--- config.mk ---
export PLATFORM = sky130hd
export DESIGN_NAME = interval_timer
export DESIGN_NICKNAME = d
export VERILOG_FILES = /design/src/rtl/it_pkg.sv /design/src/rtl/it_tick_gen.sv /design/src/rtl/it_src_mux.sv /design/src/rtl/it_counter.sv /design/src/rtl/it_readback.sv /design/src/rtl/interval_timer.sv
export SDC_FILE = /design/constraint.sdc
export NUM_CORES = 1
export LEC_CHECK = 0
export ABC_AREA = 0
export BUFFER_PORTS_ARGS = -buffer_cell sky130_fd_sc_hd__buf_2
export CAP_MARGIN = 10
export CORE_UTILIZATION = 30
export CTS_CLUSTER_SIZE = 10
export DETAILED_ROUTE_END_ITERATION = 16
export SLEW_MARGIN = 20
export SYNTH_ARGS = -nofsm -noshare
export SYNTH_HDL_FRONTEND = slang
export SYNTH_SLANG_ARGS = --single-unit
--- constraint.sdc ---
create_clock -name clk -period 5.7 [get_ports clk]
set_clock_uncertainty 0.2 [all_clocks]
set_input_delay 0.285 -clock clk [delete_from_list [all_inputs] [get_ports clk]]
set_output_delay 0.285 -clock clk [all_outputs]
set_load 0.01 [all_outputs]
--- src/rtl/it_pkg.sv ---
// Shared types for the event interval timer.
// Assumes a 2-bit source select and readback address fixed by the top ports.
package it_pkg;

    typedef enum logic [1:0] {
        SRC_FAST = 2'd0,
        SRC_SLOW = 2'd1,
        SRC_BUS  = 2'd2,
        SRC_NONE = 2'd3
    } src_e;

    typedef enum logic [1:0] {
        RD_BYTE0  = 2'd0,
        RD_BYTE1  = 2'd1,
        RD_BYTE2  = 2'd2,
        RD_STATUS = 2'd3
    } rd_sel_e;

endpackage

--- src/rtl/it_tick_gen.sv ---
// Tick generator: one-cycle enable every DIV clocks while run is high.
// Assumes DIV >= 2. The phase is cleared by restart, so the first tick
// comes DIV edges after the restart edge.
module it_tick_gen #(
    parameter int DIV = 2
) (
    input  logic clk,
    input  logic rst_n,
    input  logic restart,
    input  logic run,
    output logic tick
);
    localparam int PH_W = (DIV > 2) ? $clog2(DIV) : 1;
    localparam logic [PH_W-1:0] LAST = PH_W'(DIV - 1);

    logic [PH_W-1:0] phase_q;

    // Phase counter: wraps at DIV-1, cleared on restart, held while idle.
    always_ff @(posedge clk) begin
        if (!rst_n || restart) begin
            phase_q <= '0;
        end else if (run) begin
            phase_q <= (phase_q == LAST) ? '0 : phase_q + 1'b1;
        end
    end

    // Tick fires on the last phase of each period.
    always_comb tick = run && (phase_q == LAST);

endmodule

--- src/rtl/it_src_mux.sv ---
// Time-base selector: picks the increment request from the two ticks,
// the bus-cycle strobe, or nothing. Purely combinational.
module it_src_mux (
    input  logic [1:0] ticks,
    input  logic       bus_cycle,
    input  logic [1:0] sel,
    output logic       inc_req
);
    import it_pkg::*;

    // Select the increment source by encoding.
    always_comb begin
        unique case (src_e'(sel))
            SRC_FAST: inc_req = ticks[0];
            SRC_SLOW: inc_req = ticks[1];
            SRC_BUS:  inc_req = bus_cycle;
            default:  inc_req = 1'b0;
        endcase
    end

endmodule

--- src/rtl/it_counter.sv ---
// Start/stop control and saturating interval counter.
// Assumes single-cycle event pulses; clr has priority over all events.
// A stop edge does not count; a start while running is ignored.
module it_counter #(
    parameter int CNT_W = 24
) (
    input  logic             clk,
    input  logic             rst_n,
    input  logic             clr,
    input  logic             start_evt,
    input  logic             stop_evt,
    input  logic             inc_req,
    output logic [CNT_W-1:0] count,
    output logic             running,
    output logic             overflow
);
    localparam logic [CNT_W-1:0] MAX = '1;

    // Measurement state machine with saturating count.
    always_ff @(posedge clk) begin
        if (!rst_n || clr) begin
            count    <= '0;
            running  <= 1'b0;
            overflow <= 1'b0;
        end else if (!running) begin
            if (start_evt) begin
                running  <= 1'b1;
                count    <= '0;
                overflow <= 1'b0;
            end
        end else if (stop_evt) begin
            running <= 1'b0;
        end else if (inc_req) begin
            if (count == MAX) begin
                overflow <= 1'b1;
            end else begin
                count <= count + 1'b1;
            end
        end
    end

endmodule

--- src/rtl/it_readback.sv ---
// Byte readback: maps the count into byte lanes and a status byte.
// Assumes CNT_W <= 3*BYTE_W; unused upper bits read as zero.
module it_readback #(
    parameter int CNT_W  = 24,
    parameter int BYTE_W = 8
) (
    input  logic [CNT_W-1:0]  count,
    input  logic              running,
    input  logic              overflow,
    input  logic [1:0]        rd_addr,
    output logic [BYTE_W-1:0] rd_data
);
    import it_pkg::*;

    localparam int PAD_W = 3 * BYTE_W;

    logic [PAD_W-1:0] padded;

    // Zero-extend the count to three full byte lanes.
    always_comb padded = PAD_W'(count);

    // Return the addressed lane or the status byte.
    always_comb begin
        unique case (rd_sel_e'(rd_addr))
            RD_BYTE0: rd_data = padded[0*BYTE_W +: BYTE_W];
            RD_BYTE1: rd_data = padded[1*BYTE_W +: BYTE_W];
            RD_BYTE2: rd_data = padded[2*BYTE_W +: BYTE_W];
            default:  rd_data = {{(BYTE_W-2){1'b0}}, running, overflow};
        endcase
    end

endmodule

--- src/rtl/interval_timer.sv ---
// Event interval timer top: tick generators, source selector,
// start/stop counter and byte readback. Single clock domain; ticks are
// clock enables. Assumes CNT_W <= 24 and both dividers >= 2.
module interval_timer #(
    parameter int CNT_W    = 24,
    parameter int FAST_DIV = 2,
    parameter int SLOW_DIV = 20,
    parameter int BYTE_W   = 8
) (
    input  logic              clk,
    input  logic              rst_n,
    input  logic              clr,
    input  logic              start_evt,
    input  logic              stop_evt,
    input  logic              bus_cycle,
    input  logic [1:0]        src_sel,
    input  logic [1:0]        rd_addr,
    output logic [BYTE_W-1:0] rd_data,
    output logic              running,
    output logic              overflow
);
    localparam int N_TICK = 2;

    logic [CNT_W-1:0]  count_q;
    logic [N_TICK-1:0] ticks;
    logic              inc_req;
    logic              restart;

    // Dividers restart on an accepted start or a clear.
    always_comb restart = clr || (start_evt && !running);

    genvar g;
    generate
        for (g = 0; g < N_TICK; g++) begin : g_tick
            it_tick_gen #(
                .DIV ((g == 0) ? FAST_DIV : SLOW_DIV)
            ) u_tick (
                .clk     (clk),
                .rst_n   (rst_n),
                .restart (restart),
                .run     (running),
                .tick    (ticks[g])
            );
        end
    endgenerate

    it_src_mux u_mux (
        .ticks     (ticks),
        .bus_cycle (bus_cycle),
        .sel       (src_sel),
        .inc_req   (inc_req)
    );

    it_counter #(
        .CNT_W (CNT_W)
    ) u_cnt (
        .clk       (clk),
        .rst_n     (rst_n),
        .clr       (clr),
        .start_evt (start_evt),
        .stop_evt  (stop_evt),
        .inc_req   (inc_req),
        .count     (count_q),
        .running   (running),
        .overflow  (overflow)
    );

    it_readback #(
        .CNT_W  (CNT_W),
        .BYTE_W (BYTE_W)
    ) u_rd (
        .count    (count_q),
        .running  (running),
        .overflow (overflow),
        .rd_addr  (rd_addr),
        .rd_data  (rd_data)
    );

endmodule

## Word-level counts from Yosys, hierarchy flattened

Index checks and enable logic that the tools add are counted.

| cells by class | value |
|---|---|
| add/subtract/negate cells | 3 |
| eq/ne operators | 10 |
| multiplexer cells | 17 |
| reduce and logical (&&, ||, !) cells | 13 |

Operators with widths:

| operator | number |
|---|---|
| 2-to-1 mux 24 bit | 5 |
| adder 24 x 1 -> 24 bit, second input constant | 1 |
| == test 24 bit, second input constant | 1 |
| one-hot mux 8 bit (3 select lines) | 1 |
| 2-to-1 mux 1 bit | 9 |
| inequality test 2 bit, second input constant | 4 |
| AND reduction 4 bit | 2 |
| adder 5 x 1 -> 5 bit, second input constant | 1 |
| == test 5 bit, second input constant | 1 |
| 2-to-1 mux 5 bit | 1 |
| == test 2 x 1 -> 1 bit, second input constant | 2 |
| == test 2 bit, second input constant | 2 |
| zero test 2 bit | 2 |
| logical AND 1 bit | 3 |
| logical OR 1 bit | 3 |
| one-hot mux 1 bit (3 select lines) | 1 |
| zero test 1 bit | 2 |
| nonzero test 2 bit | 1 |
| adder 1 bit, second input constant | 1 |

| storage, ports and cells | value |
|---|---|
| flip-flop bits (word level) | 32 |
| input bits | 10 |
| logic and storage cells | 48 |

## Depth between registers and ports, before layout

Gate-level depths: netlist of run 1.

| logic depth | value |
|---|---|
| depth after elaboration | 6 |
| mapped depth | 8 |

## Cells and area by module

From an unflattened synthesis of run 1, not the netlist that was laid out.

| second synthesis, totals | value |
|---|---|
| cells, all modules | 237 |
| area, all modules | 2052.0 sq um |

By module, submodules not included:

| module | times used | cells an instance | area each (sq um) | seq. area each (sq um) |
|---|---|---|---|---|
| it_counter | 1 | 184 | 1531.5 | 520.5 |
| it_tick_gen (g_tick[1].u_tick) | 1 | 27 | 255.2 | 100.1 |
| it_readback | 1 | 17 | 182.7 | 0.0 |
| it_tick_gen (g_tick[0].u_tick) | 1 | 4 | 48.8 | 20.0 |
| it_src_mux | 1 | 3 | 22.5 | 0.0 |
| interval_timer | 1 | 2 | 11.3 | 0.0 |

## Worst setup path after synthesis of run 1

OpenSTA, ideal clock, no wires.

| path | value |
|---|---|
| kind | flip-flop to flip-flop |
| start point | register u_cnt.running |
| end point | register u_cnt.count[11] |
| library setup time | 0.070 ns |
| arrival time | 1.851 ns |
| setup slack | 3.578 ns |
| cell stages (with the launch flop) | 8 |
| buffers on the path | 2 |
| cell sequence | dfxtp_1 buf_4 nand2_2 nor4_4 nor2_2 buf_6 or4_1 a21oi_1 |

| between the ends | value |
|---|---|
| cells in the longest elaborated chain, start to end | 4 |
| elaborated cells on any way between the ends | 9 |
| classes of those cells | eq/ne: 3; mux: 2; reduce/logical: 4 |

RTL lines:

| element | line | text |
|---|---|---|
| start: declaration | it_counter.sv:14 | `output logic running,` |
| start signal: assignment | it_counter.sv:23 | `running <= 1'b0;` |
| start signal: assignment | it_counter.sv:27 | `running <= 1'b1;` |
| start signal: assignment | it_counter.sv:32 | `running <= 1'b0;` |
| logical AND 1 bit | it_tick_gen.sv:28 | `always_comb tick = run && (phase_q == LAST);` |
| one-hot mux 1 bit (3 select lines) | it_src_mux.sv:13 | `unique case (src_e'(sel))` |
| inequality test 2 bit (no line) | -- |  |
| AND reduction 4 bit (no line) | -- |  |
| end signal: assignment | it_counter.sv:37 | `count <= count + 1'b1;` |
| end: declaration | it_counter.sv:13 | `output logic [CNT_W-1:0] count,` |

Several ways; a longest one is shown, not always the timed one.
A chain may end at the register's enable or synchronous reset.

## Worst setup path in the final report of run 1

| path | value |
|---|---|
| start point | register u_cnt.running |
| end point | register u_cnt.count[8] |

Same word-level chain as after synthesis.

==> results.json, run 1 <==
{
  "status": "finished, final reports clean",
  "dieWidth_um": 80.8,
  "slowest_stage": "dfxtp_1",
  "drv_cap": 0,
  "path_cells": "nand2b_1 -> o31ai_1 -> nor2_2 -> or4_1 -> a21oi_1",
  "cts_sinks": 32,
  "slew_violations": 0,
  "synth-compound-area-share": 0.212,
  "drt_wl_total_um": 4660,
  "hold_class": "primary input to flip-flop",
  "clkLatencyLatePin_ns": 0.28,
  "post-cts-setup-buffers": 0,
  "diodes": 0,
  "fin_crit_sh": 0.461,
  "yosys_most_used_dff": "dfxtp_1",
  "arrival_ns": 2.63,
  "postCtsHoldBufs": 0,
  "synth-simple-area-share": 0.305,
  "startpoint": "u_cnt.running$_SDFF_PP0_",
  "nets": 247,
  "yosys-mux-area-fraction": 0.0672,
  "worstHoldStart": "rst_n",
  "syn_nets": 233,
  "synth_area_mm2": 0.00186,
  "crit_path_end_kind": "flip-flop",
  "max_stage_delay_ns": 0.63,
  "cts_root_buffer": "clkbuf_8",
  "synth_edf_count": 0,
  "antenna_found_initial": 0,
  "initial_core_util": 0.313,
  "synthCells": 221,
  "portBuffers": 19,
  "drive_gt1_frac": 0.144,
  "total_power_uw": 429,
  "path_clk_slew_ns": 0.07,
  "track_usage": 0.160,
  "cp_max_fo": 25,
  "antenna_left": 0,
  "setup_violations": 0,
  "syn_to_final_growth_pct": 12.0,
  "maxSlewHeadroom": 0.300,
  "p_per_area_mw_per_mm2": 206,
  "max-vdd-ir-drop_mv": 0.126,
  "critPathKind": "flip-flop to flip-flop",
  "cp-start-kind": "flip-flop",
  "fin_crit_ns": 2.63,
  "synth_xor_area_frac": 0.0188,
  "hold_viol_final": 0,
  "gr-total-overflow": 0,
  "ys_ff_latch": 32,
  "setup_tns_ns": 0,
  "synth_top_family_by_area": "simple AND/OR/NAND/NOR gates",
  "htreeDepth": 2,
  "avgRoutedWirePerCell_um": 15.0,
  "synth_warnings": 0,
  "route.detailed.drc": 0,
  "io_pins": 20,
  "seq_area_frac_synth": 0.344,
  "power.leakage_nw": 0.650,
  "worstPathRequired_ns": 5.70,
  "grt_pass1_wl_um": 7920,
  "grt_pass1_vias": 1642,
  "worstMarginPinSlew_ns": 1.05,
  "cts_buffers": 5,
  "coreArea_mm2": 0.00596,
  "vias": 1764,
  "die-area_mm2": 0.00652,
  "synthArstFlopShare": 0,
  "ctsResizeCount": 0,
  "die_h_um": 80.8,
  "r2r-start": "u_cnt.running$_SDFF_PP0_",
  "num_rows": 28,
  "rsz0062_at_grt": "no",
  "avgSynthCellArea_um2": 8.42,
  "fmaxAchievable_mhz": 381,
  "netlist-cell-type-count": 43,
  "place_hpwl_um": 3350,
  "drtIter0Drc": 118,
  "synthAdderAreaFrac": 0.0134,
  "grt_max_degree": 26,
  "gp_congestion": 0.806,
  "avgViaCountPerCell": 5.67,
  "cts_tree": "yes",
  "cts_buffer_depth": 2,
  "drt-pass1-iter-count": 4
}
-- synth_stat cells, types with 2 or more instances --
cell | n | area [um^2]
o21ai_0 | 11 | 55.1
mux2i_1 | 8 | 80.1
o41ai_1 | 2 | 17.5
and2_1 | 3 | 18.8
or3_1 | 2 | 12.5
nor2b_1 | 3 | 18.8
or4_1 | 17 | 128
xor2_1 | 2 | 17.5
nand2b_1 | 7 | 43.8
o211ai_1 | 2 | 15.0
nand2_1 | 20 | 75.1
nor3_1 | 3 | 15.0
clkbuf_1 | 7 | 26.3
ha_1 | 2 | 25.0
inv_1 | 2 | 7.51
a21oi_1 | 24 | 120
xnor2_1 | 2 | 17.5
and3_1 | 3 | 18.8
nor2_1 | 9 | 33.8
nand3_1 | 11 | 55.1
nand4_1 | 7 | 43.8
nand4b_1 | 2 | 17.5
and4_1 | 3 | 26.3
o31ai_1 | 17 | 128
dfxtp_1 | 32 | 641
mux4_2 | 2 | 45.0
buf_6 | 2 | 22.5
-- stage by stage --
step	util	instances	area, um^2	hold slack, ns	worst slack (ns)
6_report	0.350	311	2090	0.150	3.07
2_1_floorplan	-	221	1860	0.256	3.58
4_1_cts	0.349	311	2080	0.143	3.08
3_5_place_dp	0.334	303	1990	0.284	3.09
3_3_place_gp	0.334	303	1990	0.276	3.13
5_1_grt	0.350	311	2090	0.185	2.85
-- logic make-up after synthesis --
family | after synthesis
fa+ha+maj | 2
xor+xnor | 4
simple gates | 96
mux | 10
buf+inv | 14
compound gates | 63
flops | 32
-- power breakdown --
group / internal [mW] / switching [mW] / leakage [nW]
logic: 0.00756 / 0.0150 / 0.347
clock network: 0.0984 / 0.0827 / 0.0455
registers: 0.224 / 0.00160 / 0.258
total: 0.330 / 0.0993 / 0.650
-- registers in the layout, summed over array words and instances (netlist names) --
name,flops
u_cnt.count,24
g_tick.u_tick.phase_q,6
u_cnt.overflow,1
u_cnt.running,1
-- cells in the final DEF, fill, tap and decap left out, drive strengths merged, types with 3 or more instances in the layout --
master	n
dfxtp	32
a21oi	24
nand2	21
buf	19
o31ai	17
or4	17
o21ai	12
nand3	11
nor2	10
mux2i	8
clkbuf	8
nand2b	7
nand4	7
nor3	4
nor2b	3
and4	3
and2	3
and3	3
-- worst max-delay path, delay by kind of cell, from the launching register on --
| kind | cells | cell delay, ns |
|---|---|---|
| flops | 1 | 0.63 |
| compound gates | 2 | 0.64 |
| simple gates | 3 | 1.05 |
-- final cells by class --
| cell class | count | area, um^2 |
|---|---|---|
| Clock buffer | 8 | 90.1 |
| Tap cell | 75 | 93.8 |
| Multi-Input combinational cell | 175 | 1160 |
| Inverter | 2 | 7.51 |
| Sequential cell | 32 | 641 |
| Fill cell | 624 | 3870 |
| Timing Repair Buffer | 19 | 95.1 |
-- layer usage --
layer	vias up	part of all wire	global-route usage
li1	876	-	-
met1	817	0.47	0.224
met2	66	0.44	0.246
met3	5	0.085	0.0326
met4	0	0.0097	0.0500
met5	-	0	0
-- worst paths after layout --
| kind | end | slack (ns) | depth (start not counted) |
|---|---|---|---|
| hold / removal | u_cnt.count[0]$_SDFFE_PP0P_ | 0.15 | 3 |
| setup / recovery | u_cnt.count[8]$_SDFFE_PP0P_ | 3.07 | 5 |
| setup reg to reg | u_cnt.count[8]$_SDFFE_PP0P_ | 3.07 | 5 |
| hold reg to reg | g_tick[1].u_tick.phase_q[4]$_SDFFE_PP0P_ | 0.29 | 2 |
(Power assumes the default switching activity.)
==> run 2: changes to the inputs <==
--- a/config.mk
+++ b/config.mk
@@ -5,7 +5,7 @@
 export SDC_FILE = /design/constraint.sdc
 export NUM_CORES = 1
 export LEC_CHECK = 0
-export ABC_AREA = 0
+export ABC_AREA = 1
 export BUFFER_PORTS_ARGS = -buffer_cell sky130_fd_sc_hd__buf_2
 export CAP_MARGIN = 10
 export CORE_UTILIZATION = 30
==> constraint.sdc (replaced) <==
create_clock -name clk -period 2.4 [get_ports clk]
set_clock_uncertainty 0.2 [all_clocks]
set_input_delay 0.12 -clock clk [delete_from_list [all_inputs] [get_ports clk]]
set_output_delay 0.12 -clock clk [all_outputs]
set_load 0.01 [all_outputs]
==> run 2 against run 1 <==
  * Sequential power is 140% higher
  * Non-clock buffer count is 13 higher
  * Core utilization is 1.7 points higher
  * Count of clock-buffer cells in the layout is 1 lower
  * Area after synthesis is 17% higher
  * Sequential share of layout area is 5.5 points lower
  * Maximum frequency is 27% higher
  * Die area is 17% higher
  * Synthesized cell count is 58% higher
  * Combinational power grew to 4.0 times the previous value
  * Critical endpoint is now u_cnt.count[10]$_SDFFE_PP0P_
  * Largest cell class unchanged
==> results.json, run 2 <==
{
  "crit_path_frequent_cell": "nand2_4",
  "status": "finished, final reports clean",
  "reg_top3": "u_cnt.count: 24 flops, g_tick.u_tick.phase_q: 6 flops",
  "nFillCells": 797,
  "drv_cap": 0,
  "setup_tns_ns": 0,
  "critical_path.top_delay_family": "simple AND/OR/NAND/NOR gates",
  "syn_to_final_growth_pct": 16.2,
  "power.leakage_nw": 1.00,
  "seq_area_um2": 641,
  "drt-pass1-iter-count": 5,
  "postCtsHoldBufs": 3,
  "arrival_ns": 2.02,
  "synth_top_cell_area_share": 0.293,
  "hold_viol_final": 0,
  "maxSlewHeadroom": 0.570,
  "cts_buffers": 5,
  "fin_crit_sh": 0.862,
  "dp.cells": 465,
  "track_usage": 0.171,
  "gp_congestion": 0.874,
  "final_cell_mix": "100 x nand2_1, 70 x nor2_1, 32 x nand3_1, 32 x dfxtp_1, 31 x inv_1",
  "setup_violations": 0,
  "worstMarginPinSlew_ns": 0.642,
  "grt_max_degree": 19,
  "total_power_mw": 1.08,
  "cts_buffer_depth": 2,
  "die-area_mm2": 0.00762,
  "place_hpwl_um": 4510,
  "critPathKind": "flip-flop to flip-flop",
  "path_buf_inv": 2,
  "multiInputGateArea_mm2": 0.00135,
  "drtIter0Drc": 142,
  "avgSynthCellArea_um2": 6.24,
  "antenna_found_initial": 0,
  "path_clk_slew_ns": 0.07,
  "cts_tree": "yes",
  "coreArea_mm2": 0.00691,
  "grt_pass1_vias": 2166,
  "yosysMostFrequentCell": "nand2_1",
  "crit_path_end_kind": "flip-flop",
  "ys_ff_latch": 32,
  "cts_root_buffer": "clkbuf_8",
  "layout_commonest_cell": "nand2_1",
  "cp_max_fo": 17,
  "antenna_left": 0,
  "grt_pass1_wl_um": 10100,
  "max_stage_delay_ns": 0.40,
  "synth_area_mm2": 0.00218,
  "portBuffers": 19,
  "synth.area.top_cells": "dfxtp_1 29%, nand2_1 17%, nor2_1 12%, nand3_1 7.3%, inv_1 5.3%",
  "max-vdd-ir-drop_mv": 0.193,
  "synthCells": 350,
  "fin_crit_ns": 2.07,
  "slew_violations": 0,
  "p_per_area_mw_per_mm2": 428,
  "rsz0062_at_grt": "no",
  "htreeDepth": 2,
  "diodes": 0,
  "largest_reg_flops": 24,
  "initial_core_util": 0.316,
  "dieWidth_um": 87.3,
  "post-cts-setup-buffers": 0,
  "num_rows": 30,
  "avgViaCountPerCell": 4.74,
  "slowest_stage": "dfxtp_1",
  "synth_edf_count": 0,
  "io_pins": 20,
  "syn_nets": 362,
  "synthArstFlopShare": 0,
  "regMostFlops": "u_cnt.count",
  "avgRoutedWirePerCell_um": 12.6,
  "route.detailed.drc": 0,
  "worstPathRequired_ns": 2.35,
  "vias": 2252,
  "synth_top_area_cell": "dfxtp_1",
  "nets": 391,
  "drive_gt1_frac": 0.142,
  "gr-total-overflow": 0,
  "path_cells": "ha_1 -> inv_1 -> nor2_4 -> nand2_4 -> nor2_8 -> nand4_4 -> nand2_4 -> inv_2 -> nand2_1 -> a21oi_2",
  "ctsResizeCount": 0,
  "fin_cells": 475,
  "netlist-cell-type-count": 34,
  "cp-start-kind": "flip-flop",
  "netlist_top_cells_count": "100 x nand2_1, 70 x nor2_1, 32 x dfxtp_1, 32 x nand3_1, 31 x inv_1",
  "hold_class": "primary input to flip-flop",
  "seq_area_frac_synth": 0.293,
  "cts_sinks": 32,
  "die_h_um": 87.3,
  "fmaxAchievable_mhz": 483,
  "synth_warnings": 0,
  "drt_wl_total_um": 5990,
  "yosys_most_used_dff": "dfxtp_1",
  "clkLatencyLatePin_ns": 0.28
}
run 2: layout make-up:
class,instances,area share
sequential,32,0.253
inverter,35,0.0528
clock buffer,7,0.0380
tap,96,0.0474
timing repair buffer,32,0.0789
multi-input combinational,273,0.530
run 2: routing by layer:
metal,global-route usage,wire length (um),up-vias
li1,-,-,1172
met1,0.227,3040,1028
met2,0.281,2660,46
met3,0.0294,214,6
met4,0.0551,72,0
met5,0,0,-
run 2: power by group:
group | switching (mW) | total (mW) | internal (mW)
combinational | 0.0648 | 0.0912 | 0.0265
clock | 0.202 | 0.457 | 0.255
sequential | 0.00248 | 0.536 | 0.534
run 2: final timing paths:
kind	startpoint	to	slack, ns	cells after the start
worst max-delay path	u_cnt.count[1]$_SDFFE_PP0P_	u_cnt.count[10]$_SDFFE_PP0P_	0.33	10
worst min-delay path	rst_n	u_cnt.count[0]$_SDFFE_PP0P_	0.002	5
worst max register to register	u_cnt.count[1]$_SDFFE_PP0P_	u_cnt.count[10]$_SDFFE_PP0P_	0.33	10
worst min register to register	g_tick[1].u_tick.phase_q[4]$_SDFFE_PP0P_	g_tick[1].u_tick.phase_q[4]$_SDFFE_PP0P_	0.26	1
run 2: worst reg2reg max path, cell delays in order (launching register included):
cell and delay (ns):
dfxtp_1 0.40, ha_1 0.25, inv_1 0.09, nor2_4 0.19
nand2_4 0.10, nor2_8 0.11, nand4_4 0.09, nand2_4 0.20
inv_2 0.15, nand2_1 0.10, a21oi_2 0.05
run 2: logic make-up (layout without fill, tap and decap cells):
kind of cell,count (synthesis),after routing,share of synthesized area
AO/OA/AOI/OAI,27,27,0.0831
XOR/XNOR,12,12,0.0481
adder cells (fa/ha/maj),2,2,0.0115
buffers and inverters,45,74,0.0905
flip-flops,32,32,0.293
AND/OR/NAND/NOR,232,232,0.473
run 2: per-stage QoR:
stage | instance area, um^2 | hold slack, ns | worst slack, ns | util
after floorplan | 2180 | 0.100 | 0.488 | -
final | 2540 | 0.00228 | 0.331 | 0.367
after detailed placement | 2410 | 0.238 | 0.349 | 0.349
after global placement | 2410 | 0.242 | 0.426 | 0.349
after CTS | 2540 | 0.00345 | 0.337 | 0.367
after global routing | 2540 | 0.0567 | 0.184 | 0.367
